[src/rtl/sapg_pkg.sv]
// Shared constants for the scan-line address and pan generator.
// Assumes an 8-bit configuration data path and a 4-bit pan field.
package sapg_pkg;

    localparam int PAN_W   = 4;
    localparam int DEPTH_W = 3;

    // Configuration index map (byte writes)
    localparam int IDX_STRIDE = 0;   // 0: low byte, 1: high bits
    localparam int IDX_PAN    = 2;
    localparam int IDX_DEPTH  = 3;
    localparam int IDX_S1     = 4;   // 4..6
    localparam int IDX_S2     = 8;   // 8..10
    localparam int IDX_SPLIT  = 12;  // 12..13

    typedef enum logic [DEPTH_W-1:0] {
        DEPTH_1BPP  = 3'd0,
        DEPTH_2BPP  = 3'd1,
        DEPTH_4BPP  = 3'd2,
        DEPTH_8BPP  = 3'd3,
        DEPTH_16BPP = 3'd4
    } depth_e;

    // Mask of pan bits that take effect at a given colour depth
    function automatic logic [PAN_W-1:0] pan_mask(input logic [DEPTH_W-1:0] depth);
        case (depth)
            DEPTH_1BPP: pan_mask = 4'hF;
            DEPTH_2BPP: pan_mask = 4'h7;
            DEPTH_4BPP: pan_mask = 4'h3;
            DEPTH_8BPP: pan_mask = 4'h1;
            default:    pan_mask = 4'h0;
        endcase
    endfunction

endpackage

[src/rtl/sapg_cfg_regs.sv]
// Configuration store: pending byte-written registers and an active
// shadow set that is refreshed only at frame_start.
// Assumes each multi-byte field fits inside its index range (ADDR_W <= 24,
// LINE_W <= 16, 9 <= STRIDE_W <= 16).
module sapg_cfg_regs
    import sapg_pkg::*;
#(
    parameter int ADDR_W   = 20,
    parameter int STRIDE_W = 11,
    parameter int LINE_W   = 10
) (
    input  logic                clk,
    input  logic                rst_n,
    input  logic                wr_en,
    input  logic [3:0]          wr_idx,
    input  logic [7:0]          wr_data,
    input  logic                frame_start,
    output logic [ADDR_W-1:0]   pend_s1,
    output logic [ADDR_W-1:0]   act_s2,
    output logic [STRIDE_W-1:0] act_stride,
    output logic [LINE_W-1:0]   act_split,
    output logic [PAN_W-1:0]    act_pan1,
    output logic [PAN_W-1:0]    act_pan2,
    output logic [DEPTH_W-1:0]  act_depth
);

    logic [ADDR_W-1:0]   pend_s2;
    logic [STRIDE_W-1:0] pend_stride;
    logic [LINE_W-1:0]   pend_split;
    logic [PAN_W-1:0]    pend_pan1;
    logic [PAN_W-1:0]    pend_pan2;
    logic [DEPTH_W-1:0]  pend_depth;

    // Pending registers: accept byte writes, one bit at a time by index
    always_ff @(posedge clk) begin
        if (!rst_n) begin
            pend_s1     <= '0;
            pend_s2     <= '0;
            pend_stride <= '0;
            pend_split  <= '0;
            pend_pan1   <= '0;
            pend_pan2   <= '0;
            pend_depth  <= '0;
        end else if (wr_en) begin
            for (int b = 0; b < ADDR_W; b++) begin
                if (int'(wr_idx) == IDX_S1 + b / 8) pend_s1[b] <= wr_data[b % 8];
                if (int'(wr_idx) == IDX_S2 + b / 8) pend_s2[b] <= wr_data[b % 8];
            end
            for (int b = 0; b < STRIDE_W; b++) begin
                if (int'(wr_idx) == IDX_STRIDE + b / 8) pend_stride[b] <= wr_data[b % 8];
            end
            for (int b = 0; b < LINE_W; b++) begin
                if (int'(wr_idx) == IDX_SPLIT + b / 8) pend_split[b] <= wr_data[b % 8];
            end
            if (int'(wr_idx) == IDX_PAN) begin
                pend_pan1 <= wr_data[PAN_W-1:0];
                pend_pan2 <= wr_data[2*PAN_W-1:PAN_W];
            end
            if (int'(wr_idx) == IDX_DEPTH) begin
                pend_depth <= wr_data[DEPTH_W-1:0];
            end
        end
    end

    // Active set: copy the pending set at frame start only
    always_ff @(posedge clk) begin
        if (!rst_n) begin
            act_s2     <= '0;
            act_stride <= '0;
            act_split  <= '0;
            act_pan1   <= '0;
            act_pan2   <= '0;
            act_depth  <= '0;
        end else if (frame_start) begin
            act_s2     <= pend_s2;
            act_stride <= pend_stride;
            act_split  <= pend_split;
            act_pan1   <= pend_pan1;
            act_pan2   <= pend_pan2;
            act_depth  <= pend_depth;
        end
    end

    AST_SHADOW_HOLD: assert property (@(posedge clk) disable iff (!rst_n)
        !frame_start |=> ($stable(act_stride) && $stable(act_s2) && $stable(act_split)
                          && $stable(act_pan1) && $stable(act_pan2) && $stable(act_depth)));

endmodule

[src/rtl/sapg_line_walker.sv]
// Line base and word address walker. Loads screen 1 at frame start, adds
// the stride at each line start, reloads screen 2 at the split line, and
// steps one word per word strobe. Addresses wrap modulo 2^ADDR_W.
// Assumes strobes are single-cycle; priority is frame > line > word.
module sapg_line_walker #(
    parameter int ADDR_W   = 20,
    parameter int STRIDE_W = 11,
    parameter int LINE_W   = 10
) (
    input  logic                clk,
    input  logic                rst_n,
    input  logic                frame_start,
    input  logic                line_start,
    input  logic                word_strobe,
    input  logic [ADDR_W-1:0]   s1_start,
    input  logic [ADDR_W-1:0]   s2_start,
    input  logic [STRIDE_W-1:0] stride,
    input  logic [LINE_W-1:0]   split_line,
    output logic [ADDR_W-1:0]   word_addr,
    output logic                screen
);

    localparam int PAD_W = ADDR_W - STRIDE_W;

    logic [ADDR_W-1:0] line_base;
    logic [LINE_W-1:0] line_idx;
    logic [LINE_W-1:0] next_idx;
    logic [ADDR_W-1:0] step_base;
    logic              split_hit;

    // Next-line index, stepped base and split detection
    always_comb begin
        next_idx  = line_idx + 1'b1;
        step_base = line_base + {{PAD_W{1'b0}}, stride};
        split_hit = !screen && (split_line != '0) && (next_idx == split_line);
    end

    // Address state: frame load, line step or split reload, word step
    always_ff @(posedge clk) begin
        if (!rst_n) begin
            line_base <= '0;
            word_addr <= '0;
            line_idx  <= '0;
            screen    <= 1'b0;
        end else if (frame_start) begin
            line_base <= s1_start;
            word_addr <= s1_start;
            line_idx  <= '0;
            screen    <= 1'b0;
        end else if (line_start) begin
            line_idx <= next_idx;
            if (split_hit) begin
                line_base <= s2_start;
                word_addr <= s2_start;
                screen    <= 1'b1;
            end else begin
                line_base <= step_base;
                word_addr <= step_base;
            end
        end else if (word_strobe) begin
            word_addr <= word_addr + 1'b1;
        end
    end

    AST_WORD_STEP: assert property (@(posedge clk) disable iff (!rst_n)
        (word_strobe && !line_start && !frame_start) |=> word_addr == $past(word_addr) + 1'b1);

    AST_LINE_STEP: assert property (@(posedge clk) disable iff (!rst_n)
        (line_start && !frame_start && !split_hit)
            |=> word_addr == $past(line_base) + {{PAD_W{1'b0}}, $past(stride)});

    AST_SPLIT_LOAD: assert property (@(posedge clk) disable iff (!rst_n)
        (line_start && !frame_start && split_hit) |=> (screen && word_addr == $past(s2_start)));

    AST_SCREEN_HOLD: assert property (@(posedge clk) disable iff (!rst_n)
        (screen && !frame_start) |=> screen);

endmodule

[src/rtl/sapg_pan_sel.sv]
// Pan selection: picks the pan of the screen being drawn and masks it by
// the colour depth. Purely combinational; assumes inputs are registered.
module sapg_pan_sel
    import sapg_pkg::*;
(
    input  logic               screen,
    input  logic [PAN_W-1:0]   pan1,
    input  logic [PAN_W-1:0]   pan2,
    input  logic [DEPTH_W-1:0] depth,
    output logic [PAN_W-1:0]   pan_out
);

    // Screen mux followed by the depth mask
    always_comb begin
        pan_out = (screen ? pan2 : pan1) & pan_mask(depth);
    end

endmodule

[src/rtl/scanline_addr_pan_gen.sv]
// Top level: frame-buffer word address and pan count for a two-screen
// raster refresh. Assumes frame/line/word strobes from a timing generator,
// each one clock wide; configuration is staged until the next frame start.
module scanline_addr_pan_gen
    import sapg_pkg::*;
#(
    parameter int ADDR_W   = 20,
    parameter int STRIDE_W = 11,
    parameter int LINE_W   = 10
) (
    input  logic              clk,
    input  logic              rst_n,
    input  logic              cfg_wr_en,
    input  logic [3:0]        cfg_idx,
    input  logic [7:0]        cfg_wdata,
    input  logic              frame_start,
    input  logic              line_start,
    input  logic              word_strobe,
    output logic [ADDR_W-1:0] mem_addr,
    output logic [PAN_W-1:0]  pan_count,
    output logic              screen_sel
);

    logic [ADDR_W-1:0]   pend_s1;
    logic [ADDR_W-1:0]   act_s2;
    logic [STRIDE_W-1:0] act_stride;
    logic [LINE_W-1:0]   act_split;
    logic [PAN_W-1:0]    act_pan1;
    logic [PAN_W-1:0]    act_pan2;
    logic [DEPTH_W-1:0]  act_depth;

    sapg_cfg_regs #(
        .ADDR_W(ADDR_W), .STRIDE_W(STRIDE_W), .LINE_W(LINE_W)
    ) cfg_i (
        .clk(clk), .rst_n(rst_n),
        .wr_en(cfg_wr_en), .wr_idx(cfg_idx), .wr_data(cfg_wdata),
        .frame_start(frame_start),
        .pend_s1(pend_s1), .act_s2(act_s2), .act_stride(act_stride),
        .act_split(act_split), .act_pan1(act_pan1), .act_pan2(act_pan2),
        .act_depth(act_depth)
    );

    sapg_line_walker #(
        .ADDR_W(ADDR_W), .STRIDE_W(STRIDE_W), .LINE_W(LINE_W)
    ) walk_i (
        .clk(clk), .rst_n(rst_n),
        .frame_start(frame_start), .line_start(line_start), .word_strobe(word_strobe),
        .s1_start(pend_s1), .s2_start(act_s2), .stride(act_stride),
        .split_line(act_split),
        .word_addr(mem_addr), .screen(screen_sel)
    );

    sapg_pan_sel pan_i (
        .screen(screen_sel), .pan1(act_pan1), .pan2(act_pan2),
        .depth(act_depth), .pan_out(pan_count)
    );

    AST_FRAME_LOAD: assert property (@(posedge clk) disable iff (!rst_n)
        frame_start |=> (mem_addr == $past(pend_s1) && !screen_sel));

    AST_DEEP_NO_PAN: assert property (@(posedge clk) disable iff (!rst_n)
        (act_depth >= 3'd4) |-> pan_count == '0);

    AST_RESET_CLEAR: assert property (@(posedge clk)
        !rst_n |=> (mem_addr == '0 && pan_count == '0 && !screen_sel));

endmodule

[config.mk]
export PLATFORM = sky130hd
export DESIGN_NAME = scanline_addr_pan_gen
export DESIGN_NICKNAME = d
export VERILOG_FILES = /design/src/rtl/sapg_pkg.sv /design/src/rtl/sapg_cfg_regs.sv /design/src/rtl/sapg_line_walker.sv /design/src/rtl/sapg_pan_sel.sv /design/src/rtl/scanline_addr_pan_gen.sv
export SDC_FILE = /design/constraint.sdc
export NUM_CORES = 1
export LEC_CHECK = 0
export CAP_MARGIN = 20
export CORE_ASPECT_RATIO = 2
export CORE_MARGIN = 2
export CORE_UTILIZATION = 55
export CTS_BUF_LIST = sky130_fd_sc_hd__clkbuf_4 sky130_fd_sc_hd__clkbuf_8
export CTS_CLUSTER_SIZE = 28
export DETAILED_ROUTE_END_ITERATION = 10
export PLACE_DENSITY = 0.74
export SETUP_SLACK_MARGIN = 0.3
export SLEW_MARGIN = 20
export SYNTH_ARGS = -nofsm -noshare
export SYNTH_HDL_FRONTEND = slang
export SYNTH_HIERARCHICAL = 1
export SYNTH_SLANG_ARGS = --single-unit
export TNS_END_PERCENT = 30
[constraint.sdc]
create_clock -name clk -period 3.4 [get_ports clk]
set_input_delay 0.68 -clock clk [delete_from_list [all_inputs] [get_ports clk]]
set_output_delay 0.68 -clock clk [all_outputs]
set_load 0.02 [all_outputs]
==> flow_metrics.py, run 1 <==
metrics = {
    "drt": {
        "via_count": 7278,
        "postRouteAntennaNets": 0,
        "drtIter0Drc": 565,
        "routed_via_density": 6.11,
        "routed-wl-met3_um": 1120,
        "drc": 0,
        "route.met2.wl_um": 11500,
        "drtPass1Iterations": 5,
        "routed_wl_um": 23500,
        "topRoutingLayerUsed": "met4",
        "wl_met1_um": 9640,
        "drt-wirelength-per-cell_um": 19.7,
    },
    "global_route": {
        "antenna_found_initial": 0,
        "grt.overflow.total": 0,
        "grt_pass1_vias": 7127,
        "grt_max_degree": 49,
        "grt_pass1_wl_um": 37200,
        "track_usage": 0.282,
    },
    "logic_synthesis": {
        "syn_area_per_cell_um2": 9.11,
        "syn-instance-count": 956,
        "synth_nets": 988,
        "synthesis.area_mm2": 0.00871,
        "ys_seq_area_frac": 0.402,
        "synthArstFlopShare": 0,
        "synth_top_area_share": 0.402,
        "synth_ff_type": "dfxtp_1",
        "yosysTopAreaCell": "dfxtp_1",
        "ys_ff_latch": 175,
        "yosysWarnings": 6,
        "ys_types": 80,
        "synth_edf_count": 0,
        "ys_top_cells_by_area": "dfxtp_1, mux2i_1, nand2_1",
    },
    "timing": {
        "layout_min_cycle_time_ns": 2.99,
        "slew_headroom": 0.457,
        "rsz0062_at_grt": "no",
        "hold_ws_ns": 0.464,
        "setup_tns_ns": 0,
        "fin_skew_ns": 0.0154,
        "maxSlewViolCount": 0,
        "setup-violations-final": 0,
        "final.period_utilization": 0.878,
        "worstMarginPinSlew_ns": 0.813,
        "fmax_mhz": 335,
        "hold_viol_final": 0,
    },
    "setup_path": {
        "rrSetupSlack_ns": 0.41,
        "start_kind": "flop",
        "crit_arrival_ns": 3.35,
        "required_ns": 3.76,
        "reg2reg_from": "walk_i/line_idx[1]",
        "crit_path_end_kind": "flop",
        "worstPathMaxFanout": 8,
        "critPathKind": "reg2reg",
        "startpoint": "walk_i/line_idx[1]",
    },
    "cells_and_area": {
        "final_cell_mix": "dfxtp_1, nand2_1, mux2i_1",
        "area_delta_synth_final_pct": 10.9,
        "n_fill_cell": 1377,
        "diodes": 0,
        "drive_above_1_share": 0.0778,
        "final_common_cell": "dfxtp_1",
        "stdcell_count": 1191,
        "nNetsFinal": 1010,
    },
    "clock_network": {
        "insertion_delay_ns": 0.46,
        "cts_sinks": 175,
        "cts_buffers": 17,
        "postCtsSetupBuffers": 0,
        "cts_tree": "built",
        "clockBufferDepth": 2,
        "cts.htree.levels": 4,
        "clockRootBuffer": "clkbuf_8",
        "cts_hold_buf": 0,
        "clk_pin_slew_ns": 0.10,
        "ctsResizeCount": 0,
    },
    "status": {
        "status": "finished clean",
    },
    "placement": {
        "dp.cells": 1160,
        "io_buffers": 42,
        "dp_hpwl_um": 16300,
        "gp_congestion": 0.915,
    },
    "floorplan": {
        "coreArea_mm2": 0.0156,
        "die_w_um": 93.0,
        "fp.dieH_um": 182,
        "rows": 65,
        "die_area_mm2": 0.0169,
        "pin_count": 43,
        "start_util": 0.558,
    },
    "pwr": {
        "ir_worst_vdd_v": 0.000421,
        "p_leak_uw": 0.00378,
        "finalPower_uw": 3850,
        "powerDensity_mw_per_mm2": 399,
    },
    "worst_hold_path": {
        "hold_path_startpoint": "cfg_i/pend_s2[15]",
        "hold_path_class": "reg2reg",
    },
    "run": {
        "maxCapViolCount": 0,
    },
}
-- stage by stage --
stage          utilization  cell area, µm²  setup WS [ns]
2_1_floorplan            -            8710          0.695
3_3_place_gp         0.592            9250          0.545
3_5_place_dp         0.592            9250          0.412
4_1_cts              0.618            9650          0.384
5_1_grt              0.619            9660          0.278
6_report             0.619            9660          0.414
-- synth_stat cells, types with 13 or more instances --
cell / instances
a21oi_1: 33
a31oi_1: 22
and2_1: 14
and3_1: 14
clkbuf_1: 32
dfxtp_1: 175
ha_1: 13
mux2i_1: 140
nand2_1: 144
nand3_1: 21
nor2_1: 40
nor2b_1: 59
nor3_1: 16
o21ai_0: 27
xor2_1: 14
-- per-layer routing --
metal / up-vias / track usage
met1: 3471 / 0.343
li1: 3467 / -
met4: 0 / 0.138
met5: - / 0
met3: 74 / 0.0382
met2: 266 / 0.481
-- power by group --
group	internal [µW]	leakage [µW]	total, µW	switching [µW]
Clock	623	0.000207	1480	861
Combinational	104	0.00216	282	179
Sequential	2070	0.00141	2090	17.8
Total	2800	0.00378	3850	1060
-- state kept, by name (all words and copies together) (netlist names), 10 cells and up --
| register | count |
|---|---|
| walk_i/word_addr | 20 |
| walk_i/line_idx | 10 |
| cfg_i/pend_split | 10 |
| cfg_i/act_stride | 11 |
| cfg_i/pend_s1 | 20 |
| cfg_i/pend_s2 | 20 |
| cfg_i/act_split | 10 |
| cfg_i/act_s2 | 20 |
| walk_i/line_base | 20 |
| cfg_i/pend_stride | 11 |
-- final cells by class --
type	instances	area, µm²	share of cell area
sequential	175	3500	0.363
clock inverter	14	174	0.0180
inverter	8	30.0	0.00311
clock buffer	17	234	0.0242
timing repair buffer	58	536	0.0554
tap	201	251	0.0260
multi-input combinational	718	4930	0.510
-- final timing paths --
kind	end	cells after the start
min reg2reg	cfg_i/pend_s2[15]	2
max	walk_i/word_addr[8]	9
min	cfg_i/pend_s2[15]	2
max reg2reg	walk_i/word_addr[8]	9
-- cell families (layout without fill, tap and decap cells) --
group                    Yosys count  count (layout)  share of synthesized area
AND/OR/NAND/NOR                  371             371                      0.219
flip-flops                       175             175                      0.402
AO/OA/AOI/OAI                    164             164                      0.134
multiplexers                     143             143                      0.166
buffers and inverters             63              97                     0.0325
XOR/XNOR                          26              26                     0.0261
adder cells (fa/ha/maj)           14              14                     0.0210
-- worst max-delay path: stages (launching register included) --
cell,delay [ns]
dfxtp_1,0.43
ha_2,0.30
nand4_1,0.19
or3_1,0.37
a31oi_1,0.41
nor3_1,0.14
nand3_2,0.28
mux2i_1,0.42
o221ai_1,0.19
o2111a_1,0.17
Power figures use the tool's default switching activity.
==> run 2: changes to the inputs <==
--- a/config.mk
+++ b/config.mk
@@ -7,7 +7,7 @@
 export LEC_CHECK = 0
 export CAP_MARGIN = 20
 export CORE_ASPECT_RATIO = 2
-export CORE_MARGIN = 2
+export CORE_MARGIN = 10
 export CORE_UTILIZATION = 55
 export CTS_BUF_LIST = sky130_fd_sc_hd__clkbuf_4 sky130_fd_sc_hd__clkbuf_8
 export CTS_CLUSTER_SIZE = 28
==> run 2 against run 1 <==
Effect of this change: count of clock-buffer cells in the layout increased by 5; flip-flop and latch count unchanged; register-to-register slack improved by 0.06 ns; critical path type unchanged; largest cell class unchanged.
==> flow_metrics.py, run 2 (synthesized netlist as in run 1, its figures left out) <==
metrics = {
    "floorplan": {
        "die_w_um": 109,
        "die_area_mm2": 0.0216,
        "coreArea_mm2": 0.0157,
        "fp.dieH_um": 198,
        "start_util": 0.555,
        "pin_count": 43,
        "rows": 65,
    },
    "global_route": {
        "track_usage": 0.216,
        "grt_pass1_wl_um": 36600,
        "grt_max_degree": 49,
        "grt.overflow.total": 0,
        "antenna_found_initial": 0,
        "grt_pass1_vias": 6953,
    },
    "timing": {
        "setup_tns_ns": 0,
        "worstMarginPinSlew_ns": 0.778,
        "fin_skew_ns": 0.0140,
        "slew_headroom": 0.480,
        "final.period_utilization": 0.861,
        "layout_setup_ws_ns": 0.473,
        "layout_min_cycle_time_ns": 2.93,
        "hold_viol_final": 0,
        "maxSlewViolCount": 0,
        "rsz0062_at_grt": "no",
        "setup-violations-final": 0,
        "fmax_mhz": 342,
    },
    "clock_network": {
        "cts.htree.levels": 4,
        "cts_tree": "built",
        "cts_sinks": 175,
        "clk_pin_slew_ns": 0.08,
        "insertion_delay_ns": 0.47,
        "clockRootBuffer": "clkbuf_8",
        "clockBufferDepth": 2,
        "cts_hold_buf": 0,
        "ctsResizeCount": 0,
        "cts_buffers": 17,
        "postCtsSetupBuffers": 0,
    },
    "cells_and_area": {
        "final_cell_mix": "dfxtp_1, nand2_1, mux2i_1",
        "stdcell_count": 1193,
        "final_common_cell": "dfxtp_1",
        "final_area_mm2": 0.00967,
        "drive_above_1_share": 0.0806,
        "diodes": 0,
        "nNetsFinal": 1012,
        "area_delta_synth_final_pct": 11.0,
    },
    "placement": {
        "dp.cells": 1162,
        "io_buffers": 42,
        "gp_congestion": 0.933,
        "post-place-ws_ns": 0.404,
        "dp_hpwl_um": 16700,
        "placed_cell_area_mm2": 0.00926,
    },
    "pwr": {
        "powerDensity_mw_per_mm2": 393,
        "ir_worst_vdd_v": 0.000291,
        "p_leak_uw": 0.00378,
        "finalPower_uw": 3800,
    },
    "drt": {
        "drtPass1Iterations": 6,
        "postRouteAntennaNets": 0,
        "drtIter0Drc": 293,
        "via_count": 7163,
        "drc": 0,
        "drt-wirelength-per-cell_um": 19.2,
        "routed_wl_um": 23000,
        "routed_via_density": 6.00,
    },
    "setup_path": {
        "start_kind": "flop",
        "critPathKind": "reg2reg",
        "worstPathMaxFanout": 5,
        "required_ns": 3.75,
        "crit_arrival_ns": 3.28,
        "crit_path_end_kind": "flop",
    },
    "worst_hold_path": {
        "hold_path_class": "reg2reg",
    },
    "run": {
        "maxCapViolCount": 0,
    },
    "status": {
        "status": "finished clean",
    },
}
[run 2: layer usage]
metal / share of wire / track usage / vias to the layer above / wire, µm
li1: - / - / 3473 / -
met4: 0.044 / 0.116 / 0 / 1010
met3: 0.044 / 0.0401 / 61 / 1010
met5: 0 / 0 / - / 0
met1: 0.39 / 0.232 / 3433 / 8920
met2: 0.52 / 0.382 / 196 / 12000
[run 2: final cells by class]
cell class	instances	area, µm²
multi-input cells	718	4940
fillers	1341	6030
flip-flops and latches	175	3500
well taps	201	251
clock inverters	9	111
clock buffers	22	284
repair buffers	60	551
inverters	8	30.0
[run 2: worst paths after layout]
path,from,to,slack (ns),cells past startpoint
max,walk_i/line_idx[1],walk_i/word_addr[9],0.47,9
min,cfg_i/pend_s1[19],cfg_i/pend_s1[19],0.46,2
min reg2reg,cfg_i/pend_s1[19],cfg_i/pend_s1[19],0.46,2
max reg2reg,walk_i/line_idx[1],walk_i/word_addr[9],0.47,9
[run 2: power by group]
group / internal (µW) / switching (µW)
clock network: 713 / 731
logic: 104 / 173
registers: 2070 / 16.8
[run 2: through the flow]
stage | util | hold slack, ns
final | 0.616 | 0.461
after detailed placement | 0.590 | 0.449
after CTS | 0.615 | 0.464
after global routing | 0.616 | 0.477
after floorplan | - | 0.434
after global placement | 0.590 | 0.443
[run 2: worst max-delay path, stage by stage, from the launching register on]
cell and delay [ns]:
dfxtp_1 0.41, ha_2 0.32, xor2_1 0.16, nor3_1 0.17, o2111ai_1 0.21, or3_1 0.50, nor3_4 0.31, mux2i_1 0.37
a31oi_1 0.13, o221a_2 0.25
==> run 3: changes to the inputs <==
--- a/config.mk
+++ b/config.mk
@@ -12,6 +12,7 @@
 export CTS_BUF_LIST = sky130_fd_sc_hd__clkbuf_4 sky130_fd_sc_hd__clkbuf_8
 export CTS_CLUSTER_SIZE = 28
 export DETAILED_ROUTE_END_ITERATION = 10
+export HOLD_SLACK_MARGIN = 0.02
 export PLACE_DENSITY = 0.74
 export SETUP_SLACK_MARGIN = 0.3
 export SLEW_MARGIN = 20
==> results of run 3 <==
The final DEF is identical to that of run 2; final timing and power are the same.
